File: src/rtl/mbox_pkg.sv
package mbox_pkg;

  localparam int MB_DW   = 8;
  localparam int MB_NREG = 3;

  localparam logic [1:0] EXT_STAT_IDX = 2'd3;
  localparam logic [2:0] LOC_STAT_IDX = 3'd3;
  localparam logic [2:0] LOC_CTRL_IDX = 3'd4;

  localparam int CTRL_EN_BIT = 3;

  typedef struct packed {
    logic       en;
    logic [1:0] prio;
  } mb_ctrl_t;

  // Status byte: inbound flags in the low nibble, outbound flags in the high
  // nibble, the top bit of each nibble fixed at zero.
  function automatic logic [7:0] pack_status(input logic [2:0] inb,
                                             input logic [2:0] outb);
    logic [7:0] s;
    s = '0;
    for (int i = 0; i < 3; i++) begin
      s[i]     = inb[i];
      s[4 + i] = outb[i];
    end
    return s;
  endfunction

  function automatic logic [7:0] pack_ctrl(input mb_ctrl_t c);
    logic [7:0] v;
    v = '0;
    v[CTRL_EN_BIT] = c.en;
    v[1:0]         = c.prio;
    return v;
  endfunction

endpackage

File: src/rtl/mbox_sync.sv
module mbox_sync #(
  parameter int         W       = 1,
  parameter int         STAGES  = 2,
  parameter logic [W-1:0] RST_VAL = '0
) (
  input  logic         clk,
  input  logic         rst_n,
  input  logic [W-1:0] d,
  output logic [W-1:0] q
);

  logic [W-1:0] chain [STAGES];

  always_ff @(posedge clk or negedge rst_n) begin
    if (!rst_n) begin
      for (int i = 0; i < STAGES; i++) chain[i] <= RST_VAL;
    end else begin
      chain[0] <= d;
      for (int i = 1; i < STAGES; i++) chain[i] <= chain[i-1];
    end
  end

  assign q = chain[STAGES-1];

endmodule

File: src/rtl/mbox_bus_if.sv
module mbox_bus_if #(
  parameter int DW     = 8,
  parameter int AW     = 2,
  parameter int STAGES = 2
) (
  input  logic          clk,
  input  logic          rst_n,
  input  logic          port_en,
  input  logic          cs_n,
  input  logic          rd_n,
  input  logic          wr_n,
  input  logic [AW-1:0] a,
  input  logic [DW-1:0] d_in,
  output logic          wr_evt,
  output logic [AW-1:0] wr_addr,
  output logic [DW-1:0] wr_data,
  output logic          rd_evt,
  output logic [AW-1:0] rd_addr
);

  logic [2:0] strb_s;
  logic       s_cs_n, s_rd_n, s_wr_n;

  mbox_sync #(.W(3), .STAGES(STAGES), .RST_VAL(3'b111)) u_sync (
    .clk   (clk),
    .rst_n (rst_n),
    .d     ({cs_n, rd_n, wr_n}),
    .q     (strb_s)
  );

  assign {s_cs_n, s_rd_n, s_wr_n} = strb_s;

  logic wr_act, rd_act, wr_act_q, rd_act_q;

  assign wr_act = !s_cs_n && !s_wr_n;
  assign rd_act = !s_cs_n && !s_rd_n;

  always_ff @(posedge clk or negedge rst_n) begin
    if (!rst_n) begin
      wr_act_q <= 1'b0;
      rd_act_q <= 1'b0;
      wr_addr  <= '0;
      wr_data  <= '0;
      rd_addr  <= '0;
    end else begin
      wr_act_q <= wr_act;
      rd_act_q <= rd_act;
      if (wr_act) begin
        wr_addr <= a;
        wr_data <= d_in;
      end
      if (rd_act) rd_addr <= a;
    end
  end

  // An access completes when the synchronised active condition drops, i.e.
  // at whichever of chip select or the strobe rose first.
  assign wr_evt = wr_act_q && !wr_act && port_en;
  assign rd_evt = rd_act_q && !rd_act && port_en;

  // two synchronised cycles of deselect leave no access to complete
  a_r8_deselect_quiet: assert property (@(posedge clk) disable iff (!rst_n)
    ($past(s_cs_n) && s_cs_n) |-> (!wr_evt && !rd_evt));

  // a disabled port never completes an access
  a_r10_no_evt_disabled: assert property (@(posedge clk) disable iff (!rst_n)
    !port_en |-> (!wr_evt && !rd_evt));

endmodule

File: src/rtl/mbox_regs.sv
module mbox_regs
  import mbox_pkg::*;
#(
  parameter int DW   = MB_DW,
  parameter int NREG = MB_NREG,
  parameter int LAW  = 3,
  parameter int EAW  = 2
) (
  input  logic                      clk,
  input  logic                      rst_n,
  input  logic [LAW-1:0]            loc_addr,
  input  logic                      loc_we,
  input  logic                      loc_re,
  input  logic [DW-1:0]             loc_wdata,
  output logic [DW-1:0]             loc_rdata,
  input  logic                      m_wr_evt,
  input  logic [EAW-1:0]            m_wr_addr,
  input  logic [DW-1:0]             m_wr_data,
  input  logic                      m_rd_evt,
  input  logic [EAW-1:0]            m_rd_addr,
  output logic [NREG-1:0][DW-1:0]   out_data,
  output logic [7:0]                status,
  output mb_ctrl_t                  ctrl,
  output logic                      irq_ff,
  output logic                      attn_ff
);

  logic [NREG-1:0][DW-1:0] in_data;
  logic [NREG-1:0]         in_full, out_full;
  logic [NREG-1:0]         in_set, in_clr, out_set, out_clr;

  for (genvar k = 0; k < NREG; k++) begin : g_dec
    assign in_set[k]  = m_wr_evt && (m_wr_addr == EAW'(k));
    assign in_clr[k]  = loc_re   && (loc_addr  == LAW'(k));
    assign out_set[k] = loc_we   && (loc_addr  == LAW'(k));
    assign out_clr[k] = m_rd_evt && (m_rd_addr == EAW'(k));
  end

  logic irq_set, irq_clr, attn_set, attn_clr, ctrl_we;

  assign irq_set  = in_set[0];
  assign irq_clr  = loc_we && (loc_addr == LOC_STAT_IDX);
  assign attn_set = out_set[0];
  assign attn_clr = m_wr_evt && (m_wr_addr == EXT_STAT_IDX);
  assign ctrl_we  = loc_we && (loc_addr == LOC_CTRL_IDX);

  always_ff @(posedge clk or negedge rst_n) begin
    if (!rst_n) begin
      in_data  <= '0;
      out_data <= '0;
      in_full  <= '0;
      out_full <= '0;
      irq_ff   <= 1'b0;
      attn_ff  <= 1'b0;
      ctrl     <= '0;
    end else begin
      for (int k = 0; k < NREG; k++) begin
        if (in_set[k])  in_data[k]  <= m_wr_data;
        if (out_set[k]) out_data[k] <= loc_wdata;
        // a new write wins over a read ending in the same cycle
        if (in_set[k])       in_full[k] <= 1'b1;
        else if (in_clr[k])  in_full[k] <= 1'b0;
        if (out_set[k])      out_full[k] <= 1'b1;
        else if (out_clr[k]) out_full[k] <= 1'b0;
      end
      if (irq_set)       irq_ff <= 1'b1;
      else if (irq_clr)  irq_ff <= 1'b0;
      if (attn_set)      attn_ff <= 1'b1;
      else if (attn_clr) attn_ff <= 1'b0;
      if (ctrl_we) begin
        ctrl.en   <= loc_wdata[CTRL_EN_BIT];
        ctrl.prio <= loc_wdata[1:0];
      end
    end
  end

  assign status = pack_status(in_full, out_full);

  always_comb begin
    loc_rdata = '0;
    if (loc_addr < LAW'(NREG))          loc_rdata = in_data[loc_addr[EAW-1:0]];
    else if (loc_addr == LOC_STAT_IDX)  loc_rdata = status;
    else if (loc_addr == LOC_CTRL_IDX)  loc_rdata = pack_ctrl(ctrl);
  end

  for (genvar k = 0; k < NREG; k++) begin : g_chk
    // completed master write marks inbound register full
    a_r2_in_full_set: assert property (@(posedge clk) disable iff (!rst_n)
      (m_wr_evt && m_wr_addr == EAW'(k)) |=> status[k]);
    // completed master read empties outbound register unless rewritten
    a_r3_out_full_clr: assert property (@(posedge clk) disable iff (!rst_n)
      (m_rd_evt && m_rd_addr == EAW'(k) && !(loc_we && loc_addr == LAW'(k)))
      |=> !status[4 + k]);
  end

  // master doorbell write raises the inbound interrupt flop
  a_r5_doorbell_set: assert property (@(posedge clk) disable iff (!rst_n)
    (m_wr_evt && m_wr_addr == '0) |=> irq_ff);

  // local status write drops the interrupt flop unless a new doorbell lands
  a_r6_irq_clear: assert property (@(posedge clk) disable iff (!rst_n)
    (loc_we && loc_addr == LOC_STAT_IDX && !(m_wr_evt && m_wr_addr == '0))
    |=> !irq_ff);

  // master status write drops attention unless the local side rings again
  a_r7_attn_clear: assert property (@(posedge clk) disable iff (!rst_n)
    (m_wr_evt && m_wr_addr == EXT_STAT_IDX && !(loc_we && loc_addr == '0))
    |=> !attn_ff);

  // with the port disabled, inbound flags move only by local reads
  a_r10_inbound_frozen: assert property (@(posedge clk) disable iff (!rst_n)
    (!ctrl.en && !loc_re) |=> $stable(status[3:0]));

  // status spare bits never set
  a_r3_spare_zero: assert property (@(posedge clk) disable iff (!rst_n)
    (status[3] == 1'b0) && (status[7] == 1'b0));

endmodule

File: src/rtl/mbox_port.sv
module mbox_port
  import mbox_pkg::*;
#(
  parameter int DW          = MB_DW,
  parameter int SYNC_STAGES = 2
) (
  input  logic          clk,
  input  logic          rst_n,
  input  logic [2:0]    loc_addr,
  input  logic          loc_we,
  input  logic          loc_re,
  input  logic [DW-1:0] loc_wdata,
  output logic [DW-1:0] loc_rdata,
  output logic          loc_irq,
  output logic [1:0]    loc_irq_prio,
  input  logic          ext_cs_n,
  input  logic          ext_rd_n,
  input  logic          ext_wr_n,
  input  logic [1:0]    ext_a,
  input  logic [DW-1:0] ext_d_in,
  output logic [DW-1:0] ext_d_out,
  output logic          ext_d_oe,
  output logic          ext_attn_n
);

  localparam int NREG = MB_NREG;
  localparam int EAW  = 2;

  logic                    m_wr_evt, m_rd_evt;
  logic [EAW-1:0]          m_wr_addr, m_rd_addr;
  logic [DW-1:0]           m_wr_data;
  logic [NREG-1:0][DW-1:0] out_data;
  logic [7:0]              status;
  mb_ctrl_t                ctrl;
  logic                    irq_ff, attn_ff;

  mbox_bus_if #(.DW(DW), .AW(EAW), .STAGES(SYNC_STAGES)) u_bus (
    .clk     (clk),
    .rst_n   (rst_n),
    .port_en (ctrl.en),
    .cs_n    (ext_cs_n),
    .rd_n    (ext_rd_n),
    .wr_n    (ext_wr_n),
    .a       (ext_a),
    .d_in    (ext_d_in),
    .wr_evt  (m_wr_evt),
    .wr_addr (m_wr_addr),
    .wr_data (m_wr_data),
    .rd_evt  (m_rd_evt),
    .rd_addr (m_rd_addr)
  );

  mbox_regs #(.DW(DW), .NREG(NREG), .LAW(3), .EAW(EAW)) u_regs (
    .clk       (clk),
    .rst_n     (rst_n),
    .loc_addr  (loc_addr),
    .loc_we    (loc_we),
    .loc_re    (loc_re),
    .loc_wdata (loc_wdata),
    .loc_rdata (loc_rdata),
    .m_wr_evt  (m_wr_evt),
    .m_wr_addr (m_wr_addr),
    .m_wr_data (m_wr_data),
    .m_rd_evt  (m_rd_evt),
    .m_rd_addr (m_rd_addr),
    .out_data  (out_data),
    .status    (status),
    .ctrl      (ctrl),
    .irq_ff    (irq_ff),
    .attn_ff   (attn_ff)
  );

  always_comb begin
    if (ext_a == EXT_STAT_IDX) ext_d_out = DW'(status);
    else                       ext_d_out = out_data[ext_a];
  end

  assign ext_d_oe     = ctrl.en && !ext_cs_n && !ext_rd_n;
  assign ext_attn_n   = !(ctrl.en && attn_ff);
  assign loc_irq      = irq_ff && (ctrl.prio != 2'b00);
  assign loc_irq_prio = ctrl.prio;

  // a local doorbell on an enabled port pulls attention low next cycle
  a_r7_attn_low: assert property (@(posedge clk) disable iff (!rst_n)
    (loc_we && loc_addr == 3'd0 && ctrl.en) |=> !ext_attn_n);

  // zero priority masks the request
  a_r5_prio_mask: assert property (@(posedge clk) disable iff (!rst_n)
    (loc_irq_prio == 2'b00) |-> !loc_irq);

endmodule

File: config.mk
export PLATFORM = sky130hd
export DESIGN_NAME = mbox_port
export DESIGN_NICKNAME = d
export VERILOG_FILES = /design/src/rtl/mbox_pkg.sv /design/src/rtl/mbox_sync.sv /design/src/rtl/mbox_bus_if.sv /design/src/rtl/mbox_regs.sv /design/src/rtl/mbox_port.sv
export SDC_FILE = /design/constraint.sdc
export NUM_CORES = 1
export LEC_CHECK = 0
export ABC_AREA = 1
export BUFFER_PORTS_ARGS = -buffer_cell sky130_fd_sc_hd__buf_2
export CAP_MARGIN = 20
export CORE_AREA = 2 2 89 91
export CTS_CLUSTER_SIZE = 8
export DETAILED_ROUTE_END_ITERATION = 16
export DIE_AREA = 0 0 91 93
export MAX_ROUTING_LAYER = met4
export PLACE_DENSITY = 0.83
export SLEW_MARGIN = 20
export SYNTH_ARGS = -nofsm -noshare
export SYNTH_HDL_FRONTEND = slang
export SYNTH_HIERARCHICAL = 1
export SYNTH_SLANG_ARGS = --single-unit
File: constraint.sdc
create_clock -name clk -period 1.5 [get_ports clk]
set_input_delay 0.075 -clock clk [delete_from_list [all_inputs] [get_ports clk]]
set_output_delay 0.075 -clock clk [all_outputs]
set_load 0.05 [all_outputs]
; Yosys cells after proc, flatten, opt, wreduce, memory -nomap -nowiden
; Cells that the tools add are included.
; W data, S select, Z words.
[word_totals]
regBits = 79
input_bits = 28
output_inout_bits = 21
wordCells = 105
[classes]
order_cmp = 3
n_eq_ne = 10
n_mux = 24
n_reduce_logical = 45
[ops]
columns = cell, count
row1 = $mux W8, 5
row2 = $bmux W8 S2, 2
row3 = $logic_and A1 B1 Y1, 25
row4 = $reduce_bool A2 Y1, 9
row5 = $mux W1, 16
row6 = $eq A2 B2 Y1 const B, 4
row7 = $logic_not A1 Y1, 8
row8 = $eq A3 B2 Y1 const B, 2
row9 = $lt A2 B3 Y1 const B, 2
row10 = $eq A2 B1 Y1 const B, 2
row11 = $logic_not A2 Y1, 2
row12 = $mux W4, 1
row13 = $eq A3 B1 Y1 const B, 1
row14 = $eq A3 B3 Y1 const B, 1
row15 = $logic_not A3 Y1, 1
row16 = $lt A3 B2 Y1 const B, 1

; Longest topological paths before layout
[logic_depth]
word_depth = 8
ltp_mapped = 8
ltp_nobuf = 6

; Cells and area by module
; Netlist, hierarchy kept.
[by_module_without_submodules]
columns = module, instances, cells_per_inst, area_each_um2, seq_area_each_um2
row1 = mbox_regs, 1, 300, 2611.3, 1476.4
row2 = mbox_bus_if, 1, 59, 545.5, 350.3
row3 = mbox_port, 1, 90, 427.9, 0.0
row4 = mbox_sync, 1, 9, 180.2, 157.7

; Least setup slack after synthesis
; No wires, ideal clock.
[synth_path]
kind = register to output
startpoint = reg, netlist name u_regs/ctrl[2]
endpoint = out ext_d_oe
arrival_time_ns = 1.563
required_time_ns = 1.425
slack_ns = -0.138
path_stages_with_launch = 2
path_buffers = 0
cell_sequence = dfrtp_1 -> nor3b_1
[synth_between]
elab_chain_len = 2
[synth_rtl]
columns = element, line
row1 = $logic_and A1 B1 Y1 (2 in a row), mbox_port.sv:78  ; assign ext_d_oe = ctrl.en && !ext_cs_n && !ext_rd_n;
row2 = to (decl), mbox_port.sv:22  ; output logic ext_d_oe,
; No other way between the ends.

; Worst setup path after layout
[layout_path]
startpoint = reg u_bus.u_sync.chain, in the netlist u_bus/u_sync/q[0]
endpoint = reg u_regs/in_data[18] (netlist bit)
[layout_between]
elab_chain_len = 6
[layout_rtl]
columns = element, line
row1 = from (decl), mbox_sync.sv:12  ; logic [W-1:0] chain [STAGES];
row2 = $logic_not A1 Y1, mbox_bus_if.sv:35  ; assign wr_act = !s_cs_n && !s_wr_n;
row3 = $logic_and A1 B1 Y1, mbox_bus_if.sv:35
row4 = $logic_not A1 Y1, mbox_bus_if.sv:58  ; assign wr_evt = wr_act_q && !wr_act && port_en;
row5 = $logic_and A1 B1 Y1 (2 in a row), mbox_bus_if.sv:58
row6 = via m_wr_evt, mbox_port.sv:29  ; logic m_wr_evt, m_rd_evt;
row7 = $logic_and A1 B1 Y1, mbox_regs.sv:33  ; assign in_set[k] = m_wr_evt && (m_wr_addr == EAW'(k));
row8 = "to (signal, indexed assignment)", mbox_regs.sv:58  ; if (in_set[k]) in_data[k] <= m_wr_data;
row9 = to (decl), mbox_regs.sv:28  ; logic [NREG-1:0][DW-1:0] in_data;
; The timed path passes the listed nets, and every way through them passes these cells.
; A chain may end at the register's enable or synchronous reset.

==> flow_summary.html <==
<table>
<tr><th>Metric</th><th>Value</th></tr>
<tr><th colspan="2">Outcome</th></tr>
<tr><td>Status</td><td>complete, no violations</td></tr>
<tr><th colspan="2">Logic synthesis</th></tr>
<tr><td>Average cell area after synthesis</td><td>8.22 um^2</td></tr>
<tr><td>Post-Synthesis Cells</td><td>458</td></tr>
<tr><td>Cell taking the most area after synthesis</td><td>sky130_fd_sc_hd__dfrtp_1</td></tr>
<tr><td>Distinct cells, synth</td><td>25</td></tr>
<tr><td>Syn. warnings</td><td>6</td></tr>
<tr><td>Area of the mapped netlist</td><td>0.00376 mm^2</td></tr>
<tr><td>Register bit count reported by yosys</td><td>79</td></tr>
<tr><td>Sequential cell area fraction in the yosys report</td><td>52.7%</td></tr>
<tr><td>Post-synth top area share</td><td>48.5%</td></tr>
<tr><td>Top cells by area in the synthesized netlist</td><td>sky130_fd_sc_hd__dfrtp_1 49%, sky130_fd_sc_hd__nand2_1 16%, sky130_fd_sc_hd__nand3_1 7.3%, sky130_fd_sc_hd__inv_1 5.3%, sky130_fd_sc_hd__o21ai_0 5.2%</td></tr>
<tr><th colspan="2">STA</th></tr>
<tr><td>Unrepaired setup endpoints after global routing</td><td>true</td></tr>
<tr><td>Clock skew</td><td>6.36 ps</td></tr>
<tr><td>Period utilisation layout</td><td>96.8%</td></tr>
<tr><td>Max Fclk</td><td>689 MHz</td></tr>
<tr><td>Final setup viols</td><td>0</td></tr>
<tr><td>Setup TNS</td><td>0 ps</td></tr>
<tr><td>Number of endpoints with negative hold slack in the final report</td><td>0</td></tr>
<tr><td>Minimum period implied by the final worst setup slack</td><td>1450 ps</td></tr>
<tr><td>Number of pins with negative max-slew slack in the final report</td><td>0</td></tr>
<tr><th colspan="2">Power and ir drop</th></tr>
<tr><td>Worst vdd ir</td><td>698 uV</td></tr>
<tr><td>Pwr/cell area</td><td>1330 mW/mm^2</td></tr>
<tr><td>Static leakage</td><td>2.38 nW</td></tr>
<tr><th colspan="2">Route</th></tr>
<tr><td>Total via count in the routed design</td><td>3,252</td></tr>
<tr><td>Final routed DRC violation total</td><td>0</td></tr>
<tr><td>Number of routed nets with antenna violations</td><td>0</td></tr>
<tr><td>DRT iter0 DRCs</td><td>302</td></tr>
<tr><td>Detailed-router iteration count before antenna repair</td><td>5</td></tr>
<tr><td>Average vias per placed instance</td><td>5.14</td></tr>
<tr><td>Wire length after detailed routing</td><td>8.39 mm</td></tr>
<tr><td>Routed length per placed instance</td><td>13.2 um</td></tr>
<tr><th colspan="2">Final layout</th></tr>
<tr><td>Layout-stage area growth over the synthesis result</td><td>20.5%</td></tr>
<tr><td>Ant diodes</td><td>0</td></tr>
<tr><td>Multi-input combinational cell area</td><td>0.00143 mm^2</td></tr>
<tr><td>Nets</td><td>554</td></tr>
<tr><td>Post-layout util</td><td>60.3%</td></tr>
<tr><td>Number of fill cells</td><td>661</td></tr>
<tr><td>Area of all sequential standard cells</td><td>0.00198 mm^2</td></tr>
<tr><td>Layout cells sized above 1</td><td>22.2%</td></tr>
<tr><th colspan="2">Place</th></tr>
<tr><td>Dpl hpwl</td><td>5.50 mm</td></tr>
<tr><td>Final GP Congestion</td><td>0.855</td></tr>
<tr><td>Port Buffer Count</td><td>48</td></tr>
<tr><th colspan="2">Critical path</th></tr>
<tr><td>Launching element type of the critical path</td><td>flop</td></tr>
<tr><td>Critical setup path kind</td><td>flop to flop</td></tr>
<tr><td>Number of cell instances on the worst register-to-register path</td><td>4</td></tr>
<tr><td>Maximum net fanout on the critical path</td><td>17</td></tr>
<tr><td>Arrival time worst endpoint</td><td>1700 ps</td></tr>
<tr><td>Critical path required time</td><td>1750 ps</td></tr>
<tr><td>Endpoint class of the critical path</td><td>flop</td></tr>
<tr><th colspan="2">Global routing</th></tr>
<tr><td>GRT Residual Overflow</td><td>0</td></tr>
<tr><td>Met3 demand-to-capacity share in global routing</td><td>4.59%</td></tr>
<tr><td>Met1 routing resource usage after global routing</td><td>27.4%</td></tr>
<tr><td>Largest net degree at the start of global routing</td><td>80</td></tr>
<tr><td>Number of antenna violations at the first check in global routing</td><td>0</td></tr>
<tr><td>Busiest metal layer after global routing</td><td>met2</td></tr>
<tr><td>GRT met2 Usage</td><td>33.0%</td></tr>
<tr><td>Via count of the first global-routing pass</td><td>3,096</td></tr>
<tr><td>Total Routing Usage GR</td><td>21.6%</td></tr>
<tr><td>Global-route wire length before repair</td><td>14.0 mm</td></tr>
<tr><th colspan="2">Clock network</th></tr>
<tr><td>TritonCTS Sinks</td><td>79</td></tr>
<tr><td>Number of levels in the clock H-tree</td><td>3</td></tr>
<tr><td>Clock latency at the later pin of the worst-skew pair</td><td>350 ps</td></tr>
<tr><td>CTS root buf</td><td>sky130_fd_sc_hd__clkbuf_8</td></tr>
<tr><td>TritonCTS clock tree</td><td>built</td></tr>
<tr><td>Number of buffers created by CTS</td><td>9</td></tr>
<tr><td>Longest Clk Path Bufs</td><td>2</td></tr>
<tr><td>Clock transition at path regs</td><td>80 ps</td></tr>
<tr><th colspan="2">Min path</th></tr>
<tr><td>Class of the most critical hold timing path</td><td>primary input to flop</td></tr>
<tr><td>Cells on Worst Hold Path</td><td>3</td></tr>
<tr><th colspan="2">Run</th></tr>
<tr><td>Total of max-cap violations</td><td>0</td></tr>
<tr><th colspan="2">Floorplanning</th></tr>
<tr><td>Count of boundary I/O pins</td><td>49</td></tr>
<tr><td>Cell Rows</td><td>32</td></tr>
<tr><td>Core footprint</td><td>0.00753 mm^2</td></tr>
<tr><td>Effective utilization at floorplan</td><td>50.0%</td></tr>
<tr><td>Width of the die</td><td>91 um</td></tr>
<tr><td>Die boundary height</td><td>93 um</td></tr>
<tr><td>Die outline area</td><td>0.00846 mm^2</td></tr>
</table>
==> per-stage QoR <==
stage | worst slack (ps) | area [um^2] | cells | total power, mW | hold slack [ps]
final | 47.9 | 4540 | 633 | 6.05 | 17.0
after detailed placement | 94.9 | 4150 | 602 | 4.24 | 144
after global placement | 149 | 4150 | 602 | 4.18 | 141
after floorplan | 32.9 | 3800 | 459 | 3.85 | -221
after CTS | 90.1 | 4530 | 633 | 6.08 | 10.8
after global routing | -36.3 | 4540 | 633 | 6.39 | 21.4
==> layout by cell type (no fill, tap or decap), types with 10 or more instances in the layout <==
cell / count
sky130_fd_sc_hd__nand2_1: 159
sky130_fd_sc_hd__dfrtp_1: 73
sky130_fd_sc_hd__inv_1: 53
sky130_fd_sc_hd__nand3_1: 52
sky130_fd_sc_hd__buf_2: 48
sky130_fd_sc_hd__o21ai_0: 39
sky130_fd_sc_hd__o21ai_2: 16
sky130_fd_sc_hd__dlygate4sd3_1: 15
sky130_fd_sc_hd__buf_4: 12
sky130_fd_sc_hd__clkbuf_8: 11
sky130_fd_sc_hd__o21ai_1: 10
==> critical path, stage by stage (launching register included) <==
cell and delay, ps:
sky130_fd_sc_hd__dfstp_2 550, sky130_fd_sc_hd__nor2_2 50, sky130_fd_sc_hd__nor2_4 150, sky130_fd_sc_hd__nand3_2 290
sky130_fd_sc_hd__o21ai_0 310
==> path summary, 6_finish.rpt <==
check                                           startpoint                              end  slack, ps
max                            u_bus/u_sync/q[0]$_DFF_PN1_   u_regs/in_data[18]$_DFFE_PN0P_         50
min                                           loc_wdata[2]  u_regs/out_data[18]$_DFFE_PN0P_         20
max reg2reg                    u_bus/u_sync/q[0]$_DFF_PN1_   u_regs/in_data[18]$_DFFE_PN0P_         50
min reg2reg                u_bus/u_sync/chain[3]$_DFF_PN1_      u_bus/u_sync/q[0]$_DFF_PN1_        360
max in group asynchronous                            rst_n      u_bus/u_sync/q[2]$_DFF_PN1_        850
min in group asynchronous                            rst_n     u_bus/wr_data[2]$_DFFE_PN0P_        300
==> where the power goes <==
group	switching, mW	leakage (nW)	total [mW]	internal, mW
Clock	0.760	0.113	1.79	1.03
Sequential	0.277	0.984	2.86	2.58
Combinational	0.929	1.28	1.40	0.472
Total	1.97	2.38	6.05	4.09
==> per-layer routing <==
metal	wire, um	vias up
met4	314	0
li1	-	1580
met5	0	-
met1	3710	1537
met3	382	31
met2	3980	104
==> kinds of logic (layout without fill, tap and decap cells) <==
| group | Yosys count | count (layout) | share of synthesized area (%) |
|---|---|---|---|
| AND/OR/NAND/NOR | 232 | 232 | 26.4 |
| flip-flops | 79 | 79 | 52.7 |
| buffers and inverters | 79 | 151 | 10.3 |
| AO/OA/AOI/OAI | 67 | 67 | 10.6 |
| other | 1 | 2 | 0.0996 |
==> synth_stat cells, drive strengths merged <==
cell    instances
a21oi           1
buf            17
clkbuf          5
conb            1
dfrtp          73
dfstp           6
inv            57
nand2         159
nand3          60
nand4           2
nor2            8
nor3            2
nor3b           1
o21a            1
o21ai          65
==> flip-flops by register name, indices dropped and copies added, names as in the netlist <==
register,cells
u_bus/rd_addr,2
u_bus/wr_addr,2
u_bus/wr_data,8
u_bus/rd_act_q,1
u_regs/ctrl,3
u_bus/wr_act_q,1
u_regs/attn_ff,1
u_regs/irq_ff,1
u_bus/u_sync/q,3
u_bus/u_sync/chain,3
u_regs/out_data,24
u_regs/out_full,3
u_regs/in_full,3
u_regs/in_data,24
==> area by class of cell <==
type	instances	share of cell area [%]
clock buffers	12	3.42
clock inverters	4	1.68
inverters	57	4.83
multi-input cells	301	31.6
flip-flops and latches	79	43.8
well taps	102	2.81
repair buffers	78	11.9
==> what timing repair did <==
item,in CTS,in global routing
hold buffers,15,0
hold endpoints to repair,87,0
buffers inserted,0,0
gates resized for setup,0,1
endpoints found under the setup margin,0,6
No activity file was read; power rests on OpenSTA's default activity.
